## src/rtl/hpdiv_pkg.sv

```systemverilog
package hpdiv_pkg;
  typedef enum logic [1:0] {
    ST_HOLD  = 2'd0,
    ST_DELAY = 2'd1,
    ST_RUN   = 2'd2
  } hp_state_t;
endpackage

```

## src/rtl/hpdiv_shadow.sv

```systemverilog
module hpdiv_shadow #(
  parameter int DIV_W = 8,
  parameter int PH_W  = 6
) (
  input  logic             clk,
  input  logic             rst,
  input  logic             load,
  input  logic [DIV_W-1:0] div_in,
  input  logic [PH_W-1:0]  ph_in,
  output logic [DIV_W-1:0] div_o,
  output logic [PH_W-1:0]  ph_o
);
  localparam logic [DIV_W-1:0] DIV_ONE = DIV_W'(1);

  // Active settings: loaded only on reset or an accepted release.
  always_ff @(posedge clk) begin
    if (rst || load) begin
      div_o <= (div_in == '0) ? DIV_ONE : div_in;
      ph_o  <= ph_in;
    end
  end

  AST_NO_ZERO_DIV: assert property (@(posedge clk) disable iff (rst)
    div_o != '0);
  AST_SHADOW_STABLE: assert property (@(posedge clk) disable iff (rst)
    !load |=> $stable(div_o) && $stable(ph_o));
endmodule

```

## src/rtl/hpdiv_seq.sv

```systemverilog
module hpdiv_seq
  import hpdiv_pkg::*;
#(
  parameter int PH_W = 6
) (
  input  logic            clk,
  input  logic            rst,
  input  logic            rel_eff,
  input  logic            sync_eff,
  input  logic [PH_W-1:0] ph_in,
  output logic            start_o,
  output logic            clear_o,
  output hp_state_t       state_o
);
  logic [PH_W-1:0] wait_cnt;

  assign start_o = !rel_eff && !sync_eff && (state_o == ST_DELAY) && (wait_cnt == '0);
  assign clear_o = rel_eff || sync_eff || ((state_o != ST_RUN) && !start_o);

  always_ff @(posedge clk) begin
    if (rst || rel_eff) begin
      state_o  <= ST_DELAY;
      wait_cnt <= ph_in;
    end else if (sync_eff) begin
      state_o  <= ST_HOLD;
    end else if (state_o == ST_DELAY) begin
      if (wait_cnt == '0) state_o <= ST_RUN;
      else                wait_cnt <= wait_cnt - 1'b1;
    end
  end

  AST_HOLD_STAYS: assert property (@(posedge clk) disable iff (rst)
    (state_o == ST_HOLD) && !rel_eff |=> state_o == ST_HOLD);
  AST_DELAY_COUNTS: assert property (@(posedge clk) disable iff (rst)
    (state_o == ST_DELAY) && (wait_cnt != '0) && !rel_eff && !sync_eff
      |=> state_o == ST_DELAY);
endmodule

```

## src/rtl/hpdiv_toggle.sv

```systemverilog
module hpdiv_toggle #(
  parameter int DIV_W = 8
) (
  input  logic             clk,
  input  logic             rst,
  input  logic             clear,
  input  logic             start,
  input  logic [DIV_W-1:0] div,
  output logic             out
);
  logic [DIV_W-1:0] cnt;

  always_ff @(posedge clk) begin
    if (rst || clear) begin
      out <= 1'b0;
      cnt <= '0;
    end else if (start) begin
      out <= 1'b1;
      cnt <= div - 1'b1;
    end else if (cnt == '0) begin
      out <= ~out;
      cnt <= div - 1'b1;
    end else begin
      cnt <= cnt - 1'b1;
    end
  end

  AST_HOLD_BETWEEN: assert property (@(posedge clk) disable iff (rst)
    !clear && !start && (cnt != '0) |=> $stable(out));
endmodule

```

## src/rtl/hpdiv_top.sv

```systemverilog
module hpdiv_top
  import hpdiv_pkg::*;
#(
  parameter int DIV_W = 8,
  parameter int PH_W  = 6
) (
  input  logic             clk,
  input  logic             rst,
  input  logic [DIV_W-1:0] div_cfg,
  input  logic [PH_W-1:0]  phase_cfg,
  input  logic             ignore_sync,
  input  logic             sync_active,
  input  logic             sync_release,
  output logic             clk_out
);
  logic             rel_eff, sync_eff, start_w, clear_w;
  logic [DIV_W-1:0] div_act;
  logic [PH_W-1:0]  ph_act;
  hp_state_t        state_w;

  assign rel_eff  = sync_release && !ignore_sync;
  assign sync_eff = sync_active  && !ignore_sync;

  hpdiv_shadow #(.DIV_W(DIV_W), .PH_W(PH_W)) shadow_i (
    .clk(clk), .rst(rst), .load(rel_eff),
    .div_in(div_cfg), .ph_in(phase_cfg),
    .div_o(div_act), .ph_o(ph_act)
  );

  hpdiv_seq #(.PH_W(PH_W)) seq_i (
    .clk(clk), .rst(rst), .rel_eff(rel_eff), .sync_eff(sync_eff),
    .ph_in(phase_cfg), .start_o(start_w), .clear_o(clear_w), .state_o(state_w)
  );

  hpdiv_toggle #(.DIV_W(DIV_W)) toggle_i (
    .clk(clk), .rst(rst), .clear(clear_w), .start(start_w),
    .div(div_act), .out(clk_out)
  );

  AST_SYNC_LOW: assert property (@(posedge clk) disable iff (rst)
    sync_active && !ignore_sync && !sync_release |=> !clk_out);
  AST_RELEASE_LOW: assert property (@(posedge clk) disable iff (rst)
    sync_release && !ignore_sync |=> !clk_out && (state_w == ST_DELAY));
  AST_START_RISE: assert property (@(posedge clk) disable iff (rst)
    start_w |=> clk_out);
  AST_IGNORE_RUN: assert property (@(posedge clk) disable iff (rst)
    ignore_sync && (state_w == ST_RUN) |=> state_w == ST_RUN);
  AST_PHASE_HELD: assert property (@(posedge clk) disable iff (rst)
    ignore_sync |=> $stable(ph_act));
endmodule

```

## config.mk

```make
export PLATFORM = sky130hd
export DESIGN_NAME = hpdiv_top
export DESIGN_NICKNAME = d
export VERILOG_FILES = /design/src/rtl/hpdiv_pkg.sv /design/src/rtl/hpdiv_shadow.sv /design/src/rtl/hpdiv_seq.sv /design/src/rtl/hpdiv_toggle.sv /design/src/rtl/hpdiv_top.sv
export SDC_FILE = /design/constraint.sdc
export NUM_CORES = 1
export LEC_CHECK = 0
export ABC_CLOCK_PERIOD_IN_PS = 1870
export CAP_MARGIN = 20
export CORE_MARGIN = 2
export CORE_UTILIZATION = 48
export CTS_CLUSTER_SIZE = 20
export DETAILED_ROUTE_END_ITERATION = 8
export PLACE_DENSITY = 0.81
export SYNTH_ARGS = -nofsm -noshare
export SYNTH_HDL_FRONTEND = slang
export SYNTH_SLANG_ARGS = --single-unit
```

## constraint.sdc

```tcl
create_clock -name clk -period 1.87 [get_ports clk]
set_input_delay 0.374 -clock clk [delete_from_list [all_inputs] [get_ports clk]]
set_output_delay 0.374 -clock clk [all_outputs]
set_load 0.05 [all_outputs]
```

-- After elaboration in Yosys (flattened, before gate mapping)
Index checks and enable logic that the tools add are counted.
- logic and storage cells: 50
- flip-flop bits (word level): 25
- bits of input ports: 19
- output and inout port bits: 1
- bitwise gates (word level): 1
- muxes and demuxes: 11
- add/sub/neg operators: 3
- equality and inequality tests: 4
- reduce and logical (&&, ||, !) cells: 25
- operators by type and width (operator ; number):
    6-bit two-way mux ; 4
    8-bit logical NOT ; 2
    8-bit two-way mux ; 2
    8-bit by 1-bit subtractor with 8-bit output (second input constant) ; 2
    2-bit nonzero test ; 4
    1-bit logical AND ; 6
    6-bit logical NOT ; 1
    6-bit by 1-bit subtractor with 6-bit output (second input constant) ; 1
    1-bit two-way mux ; 5
    1-bit logical NOT ; 4
    1-bit logical OR ; 4
    2-bit inequality test (second input constant) ; 2
    2-bit AND reduction ; 2
    3-bit AND reduction ; 1
    2-bit by 1-bit equality test with 1-bit output (second input constant) ; 1
    2-bit by 1-bit inequality test with 1-bit output (second input constant) ; 1
    2-bit OR reduction ; 1
    1-bit NOT ; 1

-- Depth between registers and ports, before layout
- word-level depth: 10
- gate-level depth with buffers: 7
- mapped depth without buffers: 6

-- By module
Synthesis repeated with hierarchy kept, for this count alone.
- cell total of the unflattened synthesis: 141
- area total of the unflattened synthesis: 1534.0 µm²
- modules (own cells, without submodules) (module ; seq. area each (µm²) ; times used ; cells an instance ; area each (µm²)):
    hpdiv_toggle ; 180.2 ; 1 ; 66 ; 583.1
    hpdiv_shadow ; 420.4 ; 1 ; 25 ; 478.0
    hpdiv_seq ; 220.2 ; 1 ; 48 ; 460.4
    hpdiv_top ; 0.0 ; 1 ; 2 ; 12.5

-- Worst setup path after synthesis
OpenSTA, ideal clock, no wires.
- kind: reg-to-reg
- from: register seq_i.wait_cnt[0]
- to: register toggle_i.cnt[3]
- setup time: 88 ps
- cell stages (with the launch flop): 8
- required time: 1782 ps
- arrival: 1843 ps
- period minus slack after synthesis: 1931 ps
- setup slack: -61 ps
- path buffers: 1
- path through: edfxtp_1 -> inv_1 -> ha_1 -> nor3b_1 -> a31oi_1 -> or3_1 -> clkbuf_1 -> a311oi_2
- cells in the longest elaborated chain, start to end: 6
- elaborated cells between the ends (all ways): 7
- those cells by class: 1 x mux; 6 x reduce/logical
- ends and longest elaborated chain (what ; line ; text):
    start, declared ; hpdiv_seq.sv:15 ; logic [PH_W-1:0] wait_cnt;
    start signal, assigned ; hpdiv_seq.sv:23 ; wait_cnt <= ph_in;
    start signal, assigned ; hpdiv_seq.sv:28 ; else wait_cnt <= wait_cnt - 1'b1;
    6-bit logical NOT * ; hpdiv_seq.sv:17 ; assign start_o = !rel_eff && !sync_eff && (state_o == ST_DELAY) && (wait_cnt == '0);
    1-bit logical AND * ; hpdiv_seq.sv:17 ;
    1-bit logical NOT ; hpdiv_seq.sv:18 ; assign clear_o = rel_eff || sync_eff || ((state_o != ST_RUN) && !start_o);
    1-bit logical AND ; hpdiv_seq.sv:18 ;
    1-bit logical OR ; hpdiv_seq.sv:18 ;
    1-bit logical OR ; hpdiv_toggle.sv:14 ; if (rst || clear) begin
    end signal, assigned ; hpdiv_toggle.sv:19 ; cnt <= div - 1'b1;
    end signal, assigned ; hpdiv_toggle.sv:22 ; cnt <= div - 1'b1;
    end signal, assigned ; hpdiv_toggle.sv:24 ; cnt <= cnt - 1'b1;
    end, declared ; hpdiv_toggle.sv:11 ; logic [DIV_W-1:0] cnt;
Every way passes the cells marked *; elsewhere a longest branch is shown, timed or not.
A chain may end at the register's enable or synchronous reset.

-- Final worst setup path
- from: register toggle_i.cnt[5]
- to: register toggle_i.cnt[3]
- cells in the longest elaborated chain, start to end: 3
- ends and longest elaborated chain (what ; line ; text):
    8-bit logical NOT ; hpdiv_toggle.sv:20 ; end else if (cnt == '0) begin
    8-bit two-way mux ; hpdiv_toggle.sv:20 ;
    8-bit two-way mux ; hpdiv_toggle.sv:17 ; end else if (start) begin
Every way passes these cells.

==> results by group <==
Setup path
  • Setup crit start: toggle_i.cnt[5]
  • Worst path required time: ~2.1 ns
  • CP endpoint: toggle_i.cnt[3]
  • Setup Crit Path Kind: flip-flop to flip-flop
  • Worst-path cell chain: or4_4 > or4b_4 > and4_4 > a311oi_2
  • R2R depth: 4
  • Register-to-register setup slack: -0.04 ns
  • Crit-path slowest cell: or4b_4
  • R2r startpoint: toggle_i.cnt[5]
  • Critical Path Sink Type: flip-flop
  • CP bufs+invs: 0
  • R2R Path End: toggle_i.cnt[3]
  • Critical Path Stages: 4
  • Setup crit start kind: flip-flop
  • Crit path max fanout: 6
  • CP max stage delay: roughly 0.60 ns
  • CP top delay family: simple AND/OR/NAND/NOR gates
  • Crit path DAT: about 2.2 ns

Die
  • Die area: about 0.0033 mm²
  • Core Region: roughly 0.0027 mm²
  • IO Pins: 20
  • Initial Util: 0.498
  • Row count: 19
  • Die X: 57.3 µm
  • Die H: approximately 57 µm

Global route
  • Largest net degree at the start of global routing: 22
  • Initial antenna violation count: 0
  • First-pass GRT wire length: approximately 5.1 mm
  • GRT Residual Overflow: 0
  • Vias in the first global route: roughly 1200
  • Total GRT Usage: 0.200

Synth
  • Synth unique cells: 37
  • Top cells by count, synth: edfxtp_1, dfxtp_1, inv_1, nor3_1, clkbuf_1
  • Syn. warnings: 0
  • Post-synth EDFFs: 14
  • Register bit count reported by yosys: 25
  • Most frequent cell after synthesis: edfxtp_1
  • Cell accounting for the most synthesized area: edfxtp_1
  • Syn_area_per_cell: 10.1 µm²
  • Asr flop ratio synth: 0
  • Post-synth top flop: edfxtp_1
  • Yosys top cell area share: 0.309
  • Area contributors post-synth: edfxtp_1, dfxtp_1, xnor2_1
  • Seq/Total Area, Yosys: 0.471
  • Syn nets: 158
  • Cells after Synth: between 100 and 150
  • Post-synthesis instance area: approximately 0.0014 mm²

Drt
  • Wire per inst: 15.3 µm
  • DR vias: around 1100
  • Wl on met1: between 1 and 1.5 mm
  • DRC viols: 0
  • 1st-iter DRT viols: 31
  • DRT Pass-1 Iters: 4
  • WL met2: about 1.8 mm
  • Top Layer Used: met4
  • Drt total wl: about 3.1 mm
  • Post-route ant nets: 0
  • DR vias/cell: around 5.7
  • Met3 wire length: 68 µm

Power
  • Peak VDD IR: between 0.0005 and 0.0006 V
  • Leak Pwr: around 0.69 nW
  • Power per Cell Area: 658 mW/mm²

Cells and area
  • Share of cells above drive strength 1: 0.290
  • Non-Filler Instances: 200
  • Ant. Diodes: 0
  • Synthesis-to-finish area growth: 33.2%
  • Core Util, Final: 0.663
  • Nets@finish: 193

Timing
  • Fmax: 0.523 GHz
  • Fin Clk Skew: about 0.0045 ns
  • RSZ-0062 raised after global routing: yes
  • Relative slew slack: 0.769
  • Final setup margin: -0.0431 ns
  • Endpoints failing setup: 1
  • Fin. max-slew vios: 0
  • Fin. Hold Viols: 0
  • Worst Max-Slew Pin Slew: 0.344 ns
  • Final period util: 1.02
  • Fin Setup TNS: -0.0431 ns
  • Post-layout min period: around 1.9 ns

Placement
  • Buffers on Ports: 19
  • Cell Count Post-Placement: around 190
  • Routability cong.: about 0.79
  • Dpl hpwl: 2.27 mm
  • Setup WS pre-CTS: -0.184 ns

Clock tree
  • CTS root buf: clkbuf_4
  • Num CTS Buffers: 3
  • Max clock buf depth: 2
  • H-tree depth: 1
  • CTS tree: built
  • Clock Latency Late Sink: between 0.3 and 0.4 ns
  • Hold buffer count at cts: 0
  • CTS Sinks: 25
  • Clk slew on worst S/H paths: about 0.14 ns

Status
  • Status: finished with violations
  • Failing checks: negative setup slack

Worst hold path
  • HP Class: flip-flop to flip-flop

Job
  • Total of max-cap violations: 0
cell families (layout without fill, tap and decap cells):
logic type	Yosys count	after routing	share of synthesized area
flops	25	25	0.471
compound gates	33	33	0.172
xor+xnor	11	11	0.0708
fa+ha+maj	4	4	0.0368
buf+inv	19	52	0.0524
simple gates	43	44	0.198
area by class of cell:
cell class | instances | area, µm²
clock buffer | 3 | 22.5
clock inverter | 1 | 5.00
fill | 216 | 921
inverter | 10 | 37.5
multi-input combinational | 92 | 736
sequential | 25 | 643
tap | 31 | 38.8
timing repair buffer | 38 | 330
where the power goes:
group / total, mW / internal [mW] / switching [mW] / leakage, nW
logic: 0.267 / 0.146 / 0.121 / 0.442
clock network: 0.246 / 0.0801 / 0.166 / 0.0177
registers: 0.680 / 0.633 / 0.0463 / 0.233
sequential cells by signal, indices dropped and copies added (netlist names):
register	count
shadow_i.div_o	8
seq_i.wait_cnt	6
seq_i.state_o	2
toggle_i.out	1
toggle_i.cnt	8
cells in the final DEF (no fill, tap or decap), types with 2 or more instances in the layout:
cell,instances
or4_1,3
o21ai_0,8
a211oi_1,3
nor2_1,4
clkdlybuf4s50_1,18
a211oi_2,5
ha_1,3
xnor2_1,7
nor2b_1,2
a21oi_1,4
buf_4,20
nor4_1,3
dfxtp_1,9
nand2_1,7
dfxtp_2,2
or3_4,2
edfxtp_1,14
o21a_1,3
xor2_1,4
clkbuf_4,3
inv_1,10
nor3_1,9
routing by layer:
metal | up-vias | GRT usage
li1 | 570 | -
met1 | 545 | 0.227
met2 | 18 | 0.384
met3 | 2 | 0.0227
met4 | 0 | 0.0698
met5 | - | 0
stage by stage:
stage                     total power, mW  area, µm²  hold WS, ns
after global placement              0.899       1670        0.523
after detailed placement            0.915       1670        0.518
after CTS                            1.17       1740        0.532
after global routing                 1.25       1810        0.571
after floorplan                     0.813       1380        0.472
final                                1.19       1810        0.535
how the worst min path moves through the flow:
stage	end	from	cells past startpoint	slack, ns
finish	toggle_i.cnt[0]	shadow_i.div_o[0]	1	0.54
CTS	toggle_i.cnt[0]	shadow_i.div_o[0]	1	0.53
global placement	toggle_i.cnt[0]	shadow_i.div_o[0]	1	0.52
global route	toggle_i.cnt[0]	shadow_i.div_o[0]	1	0.57
floorplan	toggle_i.cnt[0]	shadow_i.div_o[0]	1	0.47
detailed placement	toggle_i.cnt[0]	shadow_i.div_o[0]	1	0.52
repair_timing:
item / in CTS / in global routing
buffers inserted: 3 / 3
gates resized for setup: 5 / 9
endpoints found under the setup margin: 15 / 14
pin swaps: 6 / 4
gates cloned: 0 / 1
(Power assumes the default switching activity.)
